==> config.mk <==
export PLATFORM = sky130hd
export DESIGN_NAME = irq_router
export DESIGN_NICKNAME = d
export VERILOG_FILES = /design/src/rtl/irqrt_pkg.sv /design/src/rtl/irqrt_detect.sv /design/src/rtl/irqrt_swizzle.sv /design/src/rtl/irq_router.sv
export SDC_FILE = /design/constraint.sdc
export NUM_CORES = 1
export LEC_CHECK = 0
export BUFFER_PORTS_ARGS = -buffer_cell sky130_fd_sc_hd__buf_4
export CAP_MARGIN = 20
export CORE_AREA = 4 4 41 43
export CTS_CLUSTER_SIZE = 20
export DETAILED_ROUTE_END_ITERATION = 6
export DIE_AREA = 0 0 45 47
export PLACE_DENSITY = 0.71
export REMOVE_ABC_BUFFERS = 1
export SLEW_MARGIN = 20
export SYNTH_ARGS = -nofsm -noshare
export SYNTH_HDL_FRONTEND = slang
export SYNTH_SLANG_ARGS = --single-unit
==> constraint.sdc <==
create_clock -name clk -period 1.24 [get_ports clk]
set_input_delay 0.248 -clock clk [delete_from_list [all_inputs] [get_ports clk]]
set_output_delay 0.248 -clock clk [all_outputs]
set_load 0.05 [all_outputs]
==> src/rtl/irqrt_pkg.sv <==
// Shared types for the interrupt router.
// Assumes four interrupt pins per slot and four system lines.
package irqrt_pkg;
    localparam int PINS = 4;

    typedef enum logic [1:0] {
        MAP_UNDECIDED = 2'd0,
        MAP_LEGACY    = 2'd1,
        MAP_LOCKED    = 2'd2
    } map_state_t;
endpackage

==> src/rtl/irqrt_detect.sv <==
// Sticky wiring detector. Watches configuration writes to the interrupt-line
// register and decides once, after reset, whether software expects the plain
// pin-to-line wiring. Assumes cfg_wr is a single-cycle strobe and board_alt
// is static while out of reset.
module irqrt_detect
    import irqrt_pkg::*;
#(
    parameter int              ADDR_W      = 24,
    parameter int              DATA_W      = 8,
    parameter int              DEVFN_LSB   = 8,
    parameter logic [7:0]      LINE_OFFSET = 8'h3C,
    parameter logic [DATA_W-1:0] LEGACY_LINE = DATA_W'(27)
) (
    input  logic              clk,
    input  logic              rst_n,
    input  logic              cfg_wr,
    input  logic [ADDR_W-1:0] cfg_addr,
    input  logic [DATA_W-1:0] cfg_data,
    input  logic              board_alt,
    output map_state_t        state_q
);
    localparam int SLOT_LSB = DEVFN_LSB + 3;

    logic hit_offset;
    logic slot_differs;
    logic qualify;

    // Decode whether the current write can decide the wiring.
    always_comb begin
        hit_offset   = (cfg_addr[7:0] == LINE_OFFSET);
        slot_differs = (cfg_addr[SLOT_LSB+1:SLOT_LSB] != 2'd2);
        qualify      = cfg_wr && hit_offset && slot_differs && !board_alt
                       && (state_q == MAP_UNDECIDED);
    end

    // Record the first qualifying decision; hold it until reset.
    always_ff @(posedge clk) begin
        if (!rst_n) begin
            state_q <= MAP_UNDECIDED;
        end else if (qualify) begin
            state_q <= (cfg_data == LEGACY_LINE) ? MAP_LEGACY : MAP_LOCKED;
        end
    end

    assert_reset_undecided_R1: assert property (@(posedge clk)
        !rst_n |=> state_q == MAP_UNDECIDED);

    assert_sticky_R8: assert property (@(posedge clk) disable iff (!rst_n)
        (state_q != MAP_UNDECIDED) |=> (state_q == $past(state_q)));

    assert_alt_never_decides_R3: assert property (@(posedge clk) disable iff (!rst_n)
        (board_alt && state_q == MAP_UNDECIDED) |=> (state_q == MAP_UNDECIDED));

    assert_idle_no_change_R11: assert property (@(posedge clk) disable iff (!rst_n)
        (!cfg_wr && state_q == MAP_UNDECIDED) |=> (state_q == MAP_UNDECIDED));

    assert_other_data_not_legacy_R5: assert property (@(posedge clk) disable iff (!rst_n)
        (state_q == MAP_UNDECIDED && cfg_data != LEGACY_LINE) |=> (state_q != MAP_LEGACY));
endmodule

==> src/rtl/irqrt_swizzle.sv <==
// Combinational routing network. Each slot pin is steered to one of four
// lines by the legacy identity map or one of two rotations, then the lines
// OR together everything steered onto them. Assumes slot numbers are
// consecutive starting at FIRST_SLOT.
module irqrt_swizzle
    import irqrt_pkg::*;
#(
    parameter int NUM_SLOTS  = 3,
    parameter int FIRST_SLOT = 29
) (
    input  logic [NUM_SLOTS*PINS-1:0] irq_in,
    input  logic                      board_alt,
    input  logic                      legacy,
    output logic [PINS-1:0]           irq_out
);
    localparam int NSRC = NUM_SLOTS * PINS;

    logic [PINS-1:0] route [NSRC];

    for (genvar s = 0; s < NUM_SLOTS; s++) begin : g_slot
        for (genvar p = 0; p < PINS; p++) begin : g_pin
            localparam int ROT_A = (p + FIRST_SLOT + s + 2) % PINS;
            localparam int ROT_B = (p + FIRST_SLOT + s + 3) % PINS;
            // Pick the one-hot destination line of this slot pin.
            always_comb begin
                if (legacy)
                    route[s*PINS+p] = PINS'(1) << p;
                else if (board_alt)
                    route[s*PINS+p] = PINS'(1) << ROT_B;
                else
                    route[s*PINS+p] = PINS'(1) << ROT_A;
            end
        end
    end

    // Merge all active pins onto their destination lines.
    always_comb begin
        irq_out = '0;
        for (int i = 0; i < NSRC; i++) begin
            if (irq_in[i]) irq_out = irq_out | route[i];
        end
    end
endmodule

==> src/rtl/irq_router.sv <==
// Top of the interrupt router: sticky wiring detector feeding the routing
// network. Assumes board_alt is a static strap and cfg_wr a one-cycle strobe.
module irq_router
    import irqrt_pkg::*;
#(
    parameter int NUM_SLOTS  = 3,
    parameter int FIRST_SLOT = 29,
    parameter int ADDR_W     = 24,
    parameter int DATA_W     = 8
) (
    input  logic                      clk,
    input  logic                      rst_n,
    input  logic                      cfg_wr,
    input  logic [ADDR_W-1:0]         cfg_addr,
    input  logic [DATA_W-1:0]         cfg_data,
    input  logic                      board_alt,
    input  logic [NUM_SLOTS*PINS-1:0] irq_in,
    output logic [PINS-1:0]           irq_out
);
    map_state_t state_q;
    logic       legacy;

    irqrt_detect #(
        .ADDR_W (ADDR_W),
        .DATA_W (DATA_W)
    ) u_detect (
        .clk       (clk),
        .rst_n     (rst_n),
        .cfg_wr    (cfg_wr),
        .cfg_addr  (cfg_addr),
        .cfg_data  (cfg_data),
        .board_alt (board_alt),
        .state_q   (state_q)
    );

    // Reduce detector state to the routing select.
    always_comb legacy = (state_q == MAP_LEGACY);

    irqrt_swizzle #(
        .NUM_SLOTS  (NUM_SLOTS),
        .FIRST_SLOT (FIRST_SLOT)
    ) u_swizzle (
        .irq_in    (irq_in),
        .board_alt (board_alt),
        .legacy    (legacy),
        .irq_out   (irq_out)
    );

    assert_quiet_lines_R9: assert property (@(posedge clk) disable iff (!rst_n)
        (irq_in == '0) |-> (irq_out == '0));

    assert_no_extra_lines_R9: assert property (@(posedge clk) disable iff (!rst_n)
        $countones(irq_out) <= $countones(irq_in));
endmodule

After elaboration in Yosys (flattened, before gate mapping)
Cells that the tools add are included.
{"block": "classes", "n_mux": 29, "bitwise": 11, "n_eq_ne": 4, "reduce_logical": 6}
{"cell": "$mux W4", "count": 26}
{"cell": "$or A4 B4 Y4", "count": 11}
{"cell": "$eq A8 B5 Y1 const B", "count": 1}
{"cell": "$eq A8 B6 Y1 const B", "count": 1}
{"cell": "$logic_and A1 B1 Y1", "count": 4}
{"cell": "$mux W2", "count": 2}
{"cell": "$mux W3", "count": 1}
{"cell": "$eq A2 B1 Y1 const B", "count": 1}
{"cell": "$logic_not A2 Y1", "count": 1}
{"cell": "$ne A2 B2 Y1 const B", "count": 1}
{"cell": "$logic_not A1 Y1", "count": 1}
{"block": "totals", "out_inout_bits": 4, "wordCells": 51, "reg_bits": 2, "inputBits": 48}

Depth between registers and ports, before layout
Gate-level depths: netlist (run 1).
{"block": "logic_depth", "depth_word": 25, "ltp_mapped": 5, "depth_no_buf": 4}

Hierarchy
A second synthesis (run 1) with hierarchy kept.
{"block": "hier_totals", "cells_unflattened": 41, "hier_area_um2": 322.8}
{"module": "irqrt_swizzle", "area_per_inst_um2": 168.9, "seq_area_each_um2": 0.0, "n_inst": 1, "cells_per_inst": 26}
{"module": "irqrt_detect", "area_per_inst_um2": 140.1, "seq_area_each_um2": 40.0, "n_inst": 1, "cells_per_inst": 14}
{"module": "irq_router", "area_per_inst_um2": 13.8, "seq_area_each_um2": 0.0, "n_inst": 1, "cells_per_inst": 1}

Least setup slack after synthesis (run 1)
Ideal clock, no wire load.
{"block": "synth_path", "kind": "register to output", "start": "register u_detect.state_q[1]", "end": "output port irq_out[2]", "t_required_ns": 0.992, "arrival_ns": 1.537, "path_buffers": 0, "slack_ns": -0.545, "stages_incl_launch_ff": 5, "path_cell_list": "dfxtp_1 and2b_1 nor2_1 nor2_1 o22ai_1"}
{"block": "synth_via", "elab_chain_len": 25, "elab_cells_between_ends": 33, "classes_between": "eq/ne (1); mux (21); bitwise (11)"}
{"item": "start, declared", "line": "irqrt_detect.sv:20", "rtl": "output map_state_t state_q"}
{"item": "start signal, assigned", "line": "irqrt_detect.sv:41", "rtl": "state_q <= (cfg_data == LEGACY_LINE) ? MAP_LEGACY : MAP_LOCKED;"}
{"item": "$eq A2 B1 Y1 *", "line": "irq_router.sv:37", "rtl": "always_comb legacy = (state_q == MAP_LEGACY);"}
{"item": "$mux W4", "line": "irqrt_swizzle.sv:26", "rtl": "if (legacy)"}
{"item": "$mux W4", "line": "irqrt_swizzle.sv:40", "rtl": "if (irq_in[i]) irq_out = irq_out | route[i];"}
{"item": "$or A4 B4 Y4", "line": "irqrt_swizzle.sv:40"}
{"item": "$mux W4", "line": "irqrt_swizzle.sv:40"}
{"item": "$or A4 B4 Y4", "line": "irqrt_swizzle.sv:40"}
{"item": "$mux W4", "line": "irqrt_swizzle.sv:40"}
{"item": "$or A4 B4 Y4", "line": "irqrt_swizzle.sv:40"}
{"item": "[... 9 more ...]"}
{"item": "$or A4 B4 Y4", "line": "irqrt_swizzle.sv:40"}
{"item": "$mux W4", "line": "irqrt_swizzle.sv:40"}
{"item": "$or A4 B4 Y4", "line": "irqrt_swizzle.sv:40"}
{"item": "$mux W4", "line": "irqrt_swizzle.sv:40"}
{"item": "$or A4 B4 Y4", "line": "irqrt_swizzle.sv:40"}
{"item": "$mux W4 *", "line": "irqrt_swizzle.sv:40"}
{"item": "$or A4 B4 Y4", "line": "irqrt_swizzle.sv:40"}
{"item": "$mux W4 *", "line": "irqrt_swizzle.sv:40"}
{"item": "end, declared", "line": "irq_router.sv:18", "rtl": "output logic [PINS-1:0] irq_out"}
Mark *: on every way between the ends. The rest lies on a longest branch, timed or not.

Worst setup path after layout (run 1)
Ends and elaborated chain as after synthesis.

==> metrics.log, run 1 <==
INFO  metric run_status = complete, but fails checks
INFO  metric violated_checks = setup timing
INFO  metric fill_cells = 138
INFO  metric max_slew_margin = 84.7%
INFO  metric num_antenna_cells = 0
INFO  metric globalRouteMet3Util = 5.75%
INFO  metric synthSimpleGateAreaFrac = 60.9%
INFO  metric p_per_area = 542 nW/um2
INFO  metric areaGrowthSynthToFinish = 120%
INFO  metric largest_register_ff_count = 2
INFO  metric finalClockSkew = 0.00326 ns
INFO  metric clock_tree_from_tritoncts = built
INFO  metric cts.hold.buffers_added = 0
INFO  metric ys_warn_count = 0
INFO  metric synth_compound_area_share = 25.3%
INFO  metric worstMarginPinSlew = 0.227 ns
INFO  metric synth_async_sr_flop_share = 0%
INFO  metric place.detailed.instances = 104
INFO  metric start_to_end_type_of_the_worst_setup_path = reg2out
INFO  metric clock_path_buffers = 2
INFO  metric area_share_of_xor_xnor_cells_in_the_synthesized_design = 0%
INFO  metric number_of_h_tree_levels = 1
INFO  metric die-height = 47 um
INFO  metric post_synth_num_cell_types = 22
INFO  metric clockRootBuffer = sky130_fd_sc_hd__clkbuf_4
INFO  metric drt_iter0_drc = 2
INFO  metric fin_setup_tns = -1.30 ns
INFO  metric crit_path_end_kind = primary output
INFO  metric p_total = 389 uW
INFO  metric layout-drive-gt1-share = 59.8%
INFO  metric report.final.hold_viol_count = 0
INFO  metric fp-row-count = 13
INFO  metric registers.top_by_ff_count = u_detect.state_q
INFO  metric biggestRegsByFlops = u_detect.state_q x2
INFO  metric crit_path_top_delay_cell = sky130_fd_sc_hd__dfxtp_2
INFO  metric ff2ff_path_depth = 3
INFO  metric final_net_count = 142
INFO  metric synth-edff-count = 0
INFO  metric dr_total_vias = 532
INFO  metric max_cap_violations = 0
INFO  metric syn-instance-count = 48
INFO  metric yosys.area.top_type_share = 12.3%
INFO  metric globalRouteTotalUtil = 13.2%
INFO  metric hpwl = 1030 um
INFO  metric critical_path.cell_chain = and2b_4 -> nand2b_1 -> a21oi_1 -> o22ai_1 -> buf_4
INFO  metric vdd_drop_max = 0.363 mV
INFO  metric busiest_layer_in_global_routing = met2
INFO  metric core_region_area = 1300 um2
INFO  metric hold_path.class = in2reg
INFO  metric unrepaired_setup_endpoints_after_global_routing = true
INFO  metric routabilityCongestion = 0.715
INFO  metric vias_per_cell = 4.97
INFO  metric setup_viol = 4
INFO  metric number_of_global_route_vias_before_repair = 553
INFO  metric finalCritPeriodShare = 127%
INFO  metric ant_nets = 0
INFO  metric post_synth.cell_area_avg = 6.80 um2
INFO  metric cp_max_fo = 7
INFO  metric drt_drc_violations_left = 0
INFO  metric antenna_found_initial = 0
INFO  metric post-route-min-period = 1.57 ns
INFO  metric die_x = 45 um
INFO  metric cts_made_buffers = 3
INFO  metric critPathArrivalTime = 1.32 ns
INFO  metric clkSlewWorstSetupHoldPaths = 0.03 ns
INFO  metric yosys.cell_count.top_type = sky130_fd_sc_hd__nor2_1
INFO  metric crit_path_max_incr_delay = 0.31 ns
INFO  metric grt_util_met2 = 23.7%
INFO  metric startpoint_type = flop
INFO  metric groute.layer.met1.usage = 13.6%
INFO  metric totalWireLength = 1210 um
INFO  metric drtPass1Iterations = 2
INFO  metric synth_area_leaders = sky130_fd_sc_hd__dfxtp_1, sky130_fd_sc_hd__nand2b_1, sky130_fd_sc_hd__nor2_1
INFO  metric slew_violations = 0
INFO  metric die_area = 2120 um2
INFO  metric post_synth_fa_ha_maj_area_fraction = 0%
INFO  metric post_synth_instance_area = 327 um2
INFO  metric instances_no_fill = 107
INFO  metric max_freq = 0.637 GHz
INFO  metric synth.area.mux_share = 0%
INFO  metric synthDominantAreaCellType = sky130_fd_sc_hd__dfxtp_1
INFO  metric ios = 52
INFO  metric required = 0.99 ns
INFO  metric placement.io_buffers = 37
INFO  metric layout_setup_ws = -0.331 ns
INFO  metric synth-seq-area-share = 12.3%
INFO  metric synth-seq-cells = 2
INFO  metric synth.cells.most_frequent = sky130_fd_sc_hd__nor2_1, sky130_fd_sc_hd__a21oi_1, sky130_fd_sc_hd__nand2b_1, sky130_fd_sc_hd__nor3_1
INFO  metric first_pass_grt_wire_length = 2070 um
INFO  metric clock-sinks = 2
INFO  metric postSynth.topFlopCell = sky130_fd_sc_hd__dfxtp_1
INFO  metric wl_per_cell = 11.3 um
INFO  metric clk-insertion-delay-late = 0.22 ns
INFO  metric starting_density_of_the_core = 25.1%
INFO  metric holdPathStages = 3
INFO  metric synth_top_family_by_area = simple AND/OR/NAND/NOR gates
INFO  metric grt_max_degree = 12
INFO  metric grt-ovfl-total = 0
INFO  metric reported_leakage_power = 0.000314 uW
-- where the power goes --
group | leakage, uW | internal, uW | switching, uW
Sequential | 0.0000171 | 64.8 | 0.0211
Clock | 0.0000138 | 107 | 36.6
Combinational | 0.000283 | 105 | 75.9
-- path summary, 6_finish.rpt --
kind / from / end / slack, ns
min: rst_n / u_detect.state_q[0] / 0.25
min reg2reg: u_detect.state_q[1] / u_detect.state_q[1] / 0.58
max reg2reg: u_detect.state_q[1] / u_detect.state_q[0] / 0.16
max: u_detect.state_q[1] / irq_out[2] / -0.33
-- cell families after synthesis --
| family | Yosys count |
|---|---|
| buf+inv | 1 |
| simple gates | 32 |
| flops | 2 |
| compound gates | 13 |
-- area by class of cell --
class                      count  area, um2  area share (%)
sequential                     2       42.5            5.92
multi-input combinational     45        312            43.4
tap                           15       18.8            2.61
clock buffer                   3       22.5            3.14
timing repair buffer          42        323            44.9
-- cell usage in the layout, fill, tap and decap left out, types with 2 or more instances in the layout --
master / count
sky130_fd_sc_hd__a21oi_1: 5
sky130_fd_sc_hd__buf_4: 40
sky130_fd_sc_hd__buf_6: 2
sky130_fd_sc_hd__clkbuf_4: 3
sky130_fd_sc_hd__dfxtp_2: 2
sky130_fd_sc_hd__nand2_1: 2
sky130_fd_sc_hd__nand2b_1: 4
sky130_fd_sc_hd__nor2_1: 7
sky130_fd_sc_hd__nor3_1: 5
sky130_fd_sc_hd__nor4b_2: 3
sky130_fd_sc_hd__o21ai_1: 3
sky130_fd_sc_hd__o22ai_1: 2
sky130_fd_sc_hd__or3_1: 2
-- layer usage --
layer,part of all wire [%],up-vias
li1,-,272
met1,34,233
met2,53,27
met3,13,0
met4,0,0
met5,0,-
-- metrics by stage --
stage | util, % | area (um2) | hold WS [ns] | worst slack, ns
6_report | 55.2 | 718 | 0.252 | -0.331
5_1_grt | 55.2 | 718 | 0.259 | -0.399
4_1_cts | 55.2 | 718 | 0.247 | -0.351
3_5_place_dp | 50.4 | 656 | 0.480 | -0.194
3_3_place_gp | 50.4 | 656 | 0.472 | -0.209
2_1_floorplan | - | 322 | 0.362 | -0.545
-- timing repair --
action	CTS	global route
setup endpoints to repair	4	4
buffers inserted	0	0
gates resized for setup	11	1
endpoints found under the hold margin	0	0
pin swaps	7	2
-- critical path, delay by kind of cell (launching register included) --
family | cells | cell delay [ns]
DFF | 1 | 0.31
AOI/OAI and AO/OA | 2 | 0.21
and+or+nand+nor | 2 | 0.37
buffers and inverters | 1 | 0.20
Note: power is estimated with default switching activity, not from simulation.
==> run 2: changes to the inputs <==
Settings changed: CORE_AREA 4 4 41 43 to unset, CORE_MARGIN set to 4, CORE_UTILIZATION set to 24, DIE_AREA 0 0 45 47 to unset, PLACE_DENSITY 0.71 to 0.73.
Clock period 1.24 ns to 1.4 ns, I/O delays scaled along.
==> run 2 against run 1 <==
  * The run still ends with setup timing left
  * Register-to-register slack better by 0.17 ns
  * Clock power is 15% lower
  * Setup slack better by 0.11 ns
  * Design area is 4.9% higher
  * Non-clock buffer count is 1 lower
  * Power is 11% lower
  * Sequential cell count stayed put
  * Sequential share of layout area is 0.28 points lower
  * Clock-buffer cell count stayed put
  * Critical path depth stayed put
  * Critical path type unchanged
  * Critical endpoint is now irq_out[0]
  * Largest cell class is now multi-input combinational cells
  * Largest power group unchanged
==> metrics.log, run 2 (same netlist as run 1, synthesis figures left out) <==
INFO  metric placement.io_buffers = 37 (unchanged)
INFO  metric p_per_area = 460 nW/um2 (-15%)
INFO  metric die-height = 44.9 um (-4.5%)
INFO  metric power.share.clock = 35.2% (-1.6 points)
INFO  metric largest_register_ff_count = 2 (unchanged)
INFO  metric vias_per_cell = 5.09 (+2.5%)
INFO  metric timing.reg2reg.setup_slack = 0.33 ns (+0.17 ns)
INFO  metric holdPathStages = 3 (unchanged)
INFO  metric power_switching = 99.0 uW (-12%)
INFO  metric hpwl = 1040 um (+0.71%)
INFO  metric routabilityCongestion = 0.737 (+3.1%)
INFO  metric registers.top_by_ff_count = u_detect.state_q
INFO  metric critPathTopFamily = simple AND/OR/NAND/NOR gates
INFO  metric critPathArrivalTime = 1.34 ns (+0.02 ns)
INFO  metric worstMarginPinSlew = 0.226 ns (-0.000704 ns)
INFO  metric areaGrowthSynthToFinish = 131%
INFO  metric starting_density_of_the_core = 25.4% (+0.32 points)
INFO  metric max_slew_margin = 84.8% (about the same)
INFO  metric drt_drc_violations_left = 0 (unchanged)
INFO  metric worstPathBufferInverterCount = 1 (unchanged)
INFO  metric reported_leakage_power = 0.000334 uW (+6.4%)
INFO  metric finish.utilization = 58.6% (+3.4 points)
INFO  metric drtPass1Iterations = 4 (+2)
INFO  metric antenna_found_initial = 0 (unchanged)
INFO  metric run_status = complete, but fails checks
INFO  metric finalClockSkew = 0.00195 ns (-0.00131 ns)
INFO  metric worst_r2r_endpoint = u_detect.state_q[0]
INFO  metric setup.worst_path.start = u_detect.state_q[1]
INFO  metric totalWireLength = 1240 um (+2.4%)
INFO  metric p_sw_share = 28.6% (-0.28 points)
INFO  metric vdd_drop_max = 0.521 mV (+43%)
INFO  metric layout.cells.most_common = sky130_fd_sc_hd__buf_4
INFO  metric clkSlewWorstSetupHoldPaths = 0.03 ns (about the same)
INFO  metric fill_cells = 130 (-5.8%)
INFO  metric place.detailed.instances = 103 (-0.96%)
INFO  metric wl_per_cell = 11.7 um (+3.4%)
INFO  metric start_to_end_type_of_the_worst_setup_path = reg2out
INFO  metric critical_path.cell_chain = nand2b_4 -> or3_1 -> o21ai_0 -> o21ai_1 -> buf_6
INFO  metric worstReg2RegStart = u_detect.state_q[1]
INFO  metric cts.hold.buffers_added = 0 (unchanged)
INFO  metric globalRouteTotalUtil = 13.3% (+0.079 points)
INFO  metric setup_viol = 4 (unchanged)
INFO  metric slew_violations = 0 (unchanged)
INFO  metric hold_path_startpoint = rst_n
INFO  metric required = 1.12 ns (+0.13 ns)
INFO  metric sequentialPowerShare = 16.6% (about the same)
INFO  metric number_of_h_tree_levels = 1 (unchanged)
INFO  metric crit_path_top_delay_cell = sky130_fd_sc_hd__dfxtp_2
INFO  metric post-route-min-period = 1.62 ns
INFO  metric layout_common_cells = sky130_fd_sc_hd__buf_4, sky130_fd_sc_hd__nor2_1, sky130_fd_sc_hd__nor3_1
INFO  metric clockRootBuffer = sky130_fd_sc_hd__clkbuf_4
INFO  metric post_cts.repair.setup_buffers = 0 (unchanged)
INFO  metric whs_endpoint = u_detect.state_q[0]
INFO  metric grt-ovfl-total = 0 (unchanged)
INFO  metric dr_total_vias = 540 (+1.5%)
INFO  metric ios = 52 (unchanged)
INFO  metric die_area = 2010 um2 (-4.7%)
INFO  metric hold_path.class = in2reg
INFO  metric layout_setup_ws = -0.218 ns (+0.113 ns)
INFO  metric clock-sinks = 2 (unchanged)
INFO  metric clk-insertion-delay-late = 0.22 ns (about the same)
INFO  metric cp_max_fo = 4 (-3)
INFO  metric die_x = 44.9 um (-0.26%)
INFO  metric clock_path_buffers = 2 (unchanged)
INFO  metric clock_tree_from_tritoncts = built
INFO  metric number_of_global_route_vias_before_repair = 562 (+1.6%)
INFO  metric instances_no_fill = 106 (-0.93%)
INFO  metric max_freq = 0.618 GHz
INFO  metric first_pass_grt_wire_length = 2050 um (-1.0%)
INFO  metric final_net_count = 141 (-0.70%)
INFO  metric crit_path_max_incr_delay = 0.31 ns (about the same)
INFO  metric drt_iter0_drc = 5 (+3)
INFO  metric max_cap_violations = 0 (unchanged)
INFO  metric power_report.internal_total = 247 uW (-11%)
INFO  metric num_antenna_cells = 0 (unchanged)
INFO  metric cts_made_buffers = 3 (unchanged)
INFO  metric core_region_area = 1280 um2 (-1.3%)
INFO  metric fp-row-count = 13 (unchanged)
INFO  metric ant_nets = 0 (unchanged)
INFO  metric startpoint_type = flop
INFO  metric finalCritPeriodShare = 116%
INFO  metric violated_checks = setup timing
INFO  metric grt_max_degree = 12 (unchanged)
INFO  metric biggestRegsByFlops = u_detect.state_q x2
INFO  metric comb_power_share = 48.2% (+1.7 points)
INFO  metric ff2ff_path_depth = 3 (unchanged)
INFO  metric unrepaired_setup_endpoints_after_global_routing = true
INFO  metric layout-drive-gt1-share = 65.9% (+6.2 points)
INFO  metric report.final.hold_viol_count = 0 (unchanged)
INFO  metric crit_path_end_kind = primary output
## run 2: how the worst max path moves through the flow
| stage | endpoint | cells past startpoint |
|---|---|---|
| floorplan | irq_out[2] | 4 |
| global placement | irq_out[2] | 4 |
| detailed placement | irq_out[2] | 4 |
| CTS | irq_out[2] | 5 |
| global route | irq_out[2] | 5 |
| finish | irq_out[0] | 5 |
## run 2: per-stage QoR
step           worst slack (ns)  setup TNS (ns)  area [um2]  power, uW  hold WS (ns)
5_1_grt                  -0.291           -1.07         753        377         0.293
6_report                 -0.218          -0.828         753        346         0.287
2_1_floorplan            -0.417           -1.47         322        111         0.394
4_1_cts                  -0.207          -0.779         717        344         0.285
3_5_place_dp            -0.0726          -0.127         648        208         0.508
3_3_place_gp            -0.0691          -0.145         648        206         0.503
## run 2: repair_timing
action	CTS	global route
pin swaps	4	1
gates resized for setup	12	8
hold endpoints to repair	0	0
endpoints found under the setup margin	4	4
gates cloned	0	0
## run 2: power groups by stage
stage          registers (uW)  logic (uW)  clock network (uW)
2_1_floorplan            58.2        52.9                   0
3_3_place_gp             58.2         148                   0
3_5_place_dp             58.2         150                   0
4_1_cts                  57.4         159                 127
5_1_grt                  57.4         181                 139
6_report                 57.5         167                 122
## run 2: layout make-up
type / instances / area, um2 / area share (%)
well taps: 15 / 18.8 / 2.49
repair buffers: 41 / 319 / 42.4
multi-input cells: 45 / 350 / 46.5
flip-flops and latches: 2 / 42.5 / 5.65
clock buffers: 3 / 22.5 / 2.99
## run 2: worst register-to-register path, cell delays in order, from the launching register on
cell	delay [ns]
sky130_fd_sc_hd__dfxtp_2	0.31
sky130_fd_sc_hd__buf_4	0.13
sky130_fd_sc_hd__nand4b_1	0.20
sky130_fd_sc_hd__o41ai_2	0.33
## run 2: routing by layer
layer / share of wire (%) / up-vias / GRT usage, % / wire length [um]
li1: - / 271 / - / -
met1: 34 / 240 / 13.9 / 425
met2: 51 / 27 / 23.5 / 634
met3: 14 / 2 / 6.77 / 169
met4: 0.65 / 0 / 3.51 / 8
met5: 0 / - / 0 / 0
==> run 3: changes to the inputs <==
Settings changed: ABC_AREA set to 1, CORE_UTILIZATION 24 to 26.
==> run 3 against run 2 <==
  * Via count up 12%
  * Clock-buffer cell count is the same
  * The flow still finishes with violations (setup timing)
  * Clock power is 8% higher
  * Largest power group unchanged
  * Register-to-register slack worse by 0.03 ns
  * Utilization up 0.11 points
  * Synthesized cell count is 69% higher
  * Highest routed layer unchanged
  * Wire length increased by 13%
  * Worst hold slack better by 0.013 ns
==> metrics.log, run 3 <==
INFO  metric synth.cells.most_frequent = sky130_fd_sc_hd__inv_1, sky130_fd_sc_hd__nand2_1, sky130_fd_sc_hd__nor2_1
INFO  metric placement.io_buffers = 37 (unchanged)
INFO  metric antenna_found_initial = 0 (unchanged)
INFO  metric drtPass1Iterations = 4 (unchanged)
INFO  metric grt_util_met2 = 22.0% (-1.5 points)
INFO  metric die_area = 2130 um2 (+5.9%)
INFO  metric fp-row-count = 13 (unchanged)
INFO  metric clkSlewWorstSetupHoldPaths = 0.03 ns (about the same)
INFO  metric vdd_drop_max = 0.474 mV (-9.1%)
INFO  metric whs = 0.300 ns (+0.0129 ns)
INFO  metric hold_path_startpoint = rst_n
INFO  metric setup.worst_path.start = u_detect.state_q[1]
INFO  metric synth-seq-cells = 2 (unchanged)
INFO  metric post_synth_num_cell_types = 15 (-32%)
INFO  metric groute.layer.met1.usage = 17.2% (+3.3 points)
INFO  metric layout.cells.most_common = sky130_fd_sc_hd__buf_4
INFO  metric max_slew_margin = 85.8% (+1.1 points)
INFO  metric grt-ovfl-total = 0 (unchanged)
INFO  metric dpl_cell_area = 683 um2 (+5.4%)
INFO  metric clock_path_buffers = 2 (unchanged)
INFO  metric totalWireLength = 1390 um (+13%)
INFO  metric hpwl = 1140 um (+9.7%)
INFO  metric finalClockSkew = 0.00788 ns (+0.00593 ns)
INFO  metric synth-edff-count = 0 (unchanged)
INFO  metric layout_setup_ws = -0.129 ns (+0.0893 ns)
INFO  metric yosys.cell_count.top_type = sky130_fd_sc_hd__inv_1
INFO  metric timing.reg2reg.setup_slack = 0.30 ns (-0.03 ns)
INFO  metric globalRouteTotalUtil = 14.2% (+0.87 points)
INFO  metric starting_density_of_the_core = 28.4% (+3.0 points)
INFO  metric final_net_count = 173 (+23%)
INFO  metric synthDominantAreaCellType = sky130_fd_sc_hd__inv_1
INFO  metric cts_made_buffers = 3 (unchanged)
INFO  metric number_of_global_route_vias_before_repair = 573 (+2.0%)
INFO  metric largest_register_ff_count = 2 (unchanged)
INFO  metric cts.hold.buffers_added = 0 (unchanged)
INFO  metric crit_path_end_kind = primary output
INFO  metric clockRootBuffer = sky130_fd_sc_hd__clkbuf_4
INFO  metric finish.utilization = 58.7% (+0.11 points)
INFO  metric finalCritPeriodShare = 109% (-6.4 points)
INFO  metric synth-seq-area-share = 10.6% (-1.7 points)
INFO  metric core_region_area = 1330 um2 (+3.8%)
INFO  metric synth_area_leaders = sky130_fd_sc_hd__inv_1, sky130_fd_sc_hd__nand2_1, sky130_fd_sc_hd__nor2_1
INFO  metric wl_per_cell = 10.1 um (-14%)
INFO  metric unrepaired_setup_endpoints_after_global_routing = true
INFO  metric max_cap_violations = 0 (unchanged)
INFO  metric setup_viol = 4 (unchanged)
INFO  metric busiest_layer_in_global_routing = met2
INFO  metric areaGrowthSynthToFinish = 107%
INFO  metric cp_max_fo = 6 (+2)
INFO  metric holdPathStages = 3 (unchanged)
INFO  metric max_freq = 0.654 GHz (+5.8%)
INFO  metric drt_iter0_drc = 7 (+2)
INFO  metric worstReg2RegStart = u_detect.state_q[0]
INFO  metric biggestRegsByFlops = u_detect.state_q x2
INFO  metric post_synth.cell_area_avg = 4.68 um2 (-31%)
INFO  metric layout_common_cells = sky130_fd_sc_hd__buf_4, sky130_fd_sc_hd__inv_1, sky130_fd_sc_hd__nand2_1
INFO  metric post-route-min-period = 1.53 ns (-0.0893 ns)
INFO  metric clock_tree_from_tritoncts = built
INFO  metric die-height = 46.2 um (+2.9%)
INFO  metric violated_checks = setup timing
INFO  metric startpoint_type = flop
INFO  metric reported_leakage_power = 0.000438 uW (+31%)
INFO  metric ff2ff_path_depth = 5 (+2)
INFO  metric die_x = 46.2 um (+2.9%)
INFO  metric final_area = 783 um2 (+4.0%)
INFO  metric dr_total_vias = 607 (+12%)
INFO  metric hold_path.class = in2reg
INFO  metric drt_drc_violations_left = 0 (unchanged)
INFO  metric number_of_h_tree_levels = 1 (unchanged)
INFO  metric critPathArrivalTime = 1.25 ns (-0.09 ns)
INFO  metric post_synth_instance_area = 379 um2 (+16%)
INFO  metric report.final.hold_viol_count = 0 (unchanged)
INFO  metric ant_nets = 0 (unchanged)
INFO  metric p_per_area = 477 nW/um2 (+3.7%)
INFO  metric routabilityCongestion = 0.782 (+6.1%)
INFO  metric globalRouteMet3Util = 6.25% (-0.52 points)
INFO  metric required = 1.12 ns (about the same)
INFO  metric slew_violations = 0 (unchanged)
INFO  metric clk-insertion-delay-late = 0.23 ns (about the same)
INFO  metric ios = 52 (unchanged)
INFO  metric run_status = complete, but fails checks
INFO  metric worst_r2r_endpoint = u_detect.state_q[0]
INFO  metric start_to_end_type_of_the_worst_setup_path = reg2out
INFO  metric vias_per_cell = 4.40 (-14%)
INFO  metric whs_endpoint = u_detect.state_q[1]
INFO  metric num_antenna_cells = 0 (unchanged)
INFO  metric first_pass_grt_wire_length = 2250 um (+9.8%)
INFO  metric postSynth.topFlopCell = sky130_fd_sc_hd__dfxtp_1
INFO  metric synth_async_sr_flop_share = 0% (unchanged)
INFO  metric yosys.area.top_type_share = 18.8% (+6.6 points)
INFO  metric clock-sinks = 2 (unchanged)
INFO  metric ys_warn_count = 0 (unchanged)
INFO  metric registers.top_by_ff_count = u_detect.state_q
INFO  metric worstMarginPinSlew = 0.211 ns (-0.0153 ns)
INFO  metric syn-instance-count = 81 (+69%)
INFO  metric layout-drive-gt1-share = 47.2% (-19 points)
INFO  metric grt_max_degree = 7 (-5)
run 3: cell count changes in the layout (fill, tap and decap cells not counted), sizes merged, moves of 2 or more:
| cell | before | now |
|---|---|---|
| o22ai | 2 | 0 |
| nor2 | 8 | 15 |
| a21oi | 5 | 2 |
| buf | 41 | 39 |
| nand2b | 5 | 0 |
| o21ai | 4 | 8 |
| or3 | 2 | 0 |
| nand2 | 2 | 19 |
| nand3 | 0 | 5 |
| inv | 0 | 22 |
| nor4b | 3 | 0 |
run 3: final cells by class:
cell class	count	area [um2]
clock buffer	3	22.5
timing repair buffer	39	308
sequential	2	42.5
inverter	22	90.1
fill	135	551
multi-input combinational	57	302
tap	15	18.8
run 3: cell families after synthesis:
logic type | Yosys count | share of synthesized area [%]
buf+inv | 22 | 21.8
simple gates | 46 | 52.5
flops | 2 | 10.6
compound gates | 11 | 15.2
run 3: worst max path at each step:
| stage | endpoint | slack (ns) | depth (start not counted) |
|---|---|---|---|
| 2_1_floorplan | irq_out[2] | -0.26 | 6 |
| 3_3_place_gp | irq_out[1] | 0.02 | 8 |
| 3_5_place_dp | irq_out[1] | 0.003 | 8 |
| 4_1_cts | irq_out[1] | -0.14 | 8 |
| 5_1_grt | irq_out[1] | -0.22 | 8 |
| 6_report | irq_out[0] | -0.13 | 7 |
run 3: report_power, final:
part	leakage [uW]	switching, uW	total (uW)	internal, uW
combinational	0.000407	87.6	184	96.3
clock	0.0000138	37.2	132	94.9
sequential	0.0000171	0.0177	57.4	57.4
total	0.000438	125	373	249
run 3: worst max-delay path: stages, from the launching register on:
cell and delay, ns:
sky130_fd_sc_hd__dfxtp_2 0.31, sky130_fd_sc_hd__inv_2 0.07, sky130_fd_sc_hd__nand2_4 0.09, sky130_fd_sc_hd__nand2_4 0.09
sky130_fd_sc_hd__inv_6 0.05, sky130_fd_sc_hd__nor3_1 0.15, sky130_fd_sc_hd__o21ai_1 0.09, sky130_fd_sc_hd__buf_6 0.16
run 3: per-layer routing:
metal  part of all wire (%)  vias up
met5                      0        -
met4                    1.4        0
met3                    9.4        2
met2                     50       19
met1                     39      255
li1                       -      331
run 3: metrics by stage:
step / setup WS, ns / setup TNS [ns] / power [uW] / std cells
3_5_place_dp: 0.00324 / 0 / 222 / 134
2_1_floorplan: -0.257 / -0.840 / 128 / 81
3_3_place_gp: 0.0216 / 0 / 219 / 134
5_1_grt: -0.220 / -0.829 / 408 / 138
6_report: -0.129 / -0.480 / 373 / 138
4_1_cts: -0.138 / -0.526 / 368 / 138
run 3: timing repair:
item                                    4_1_cts  5_1_grt
gates resized for setup                      11       11
hold endpoints to repair                      0        0
pin swaps                                     4        5
endpoints found under the setup margin        4        4
buffers inserted                              1        0
gates cloned                                  0        0
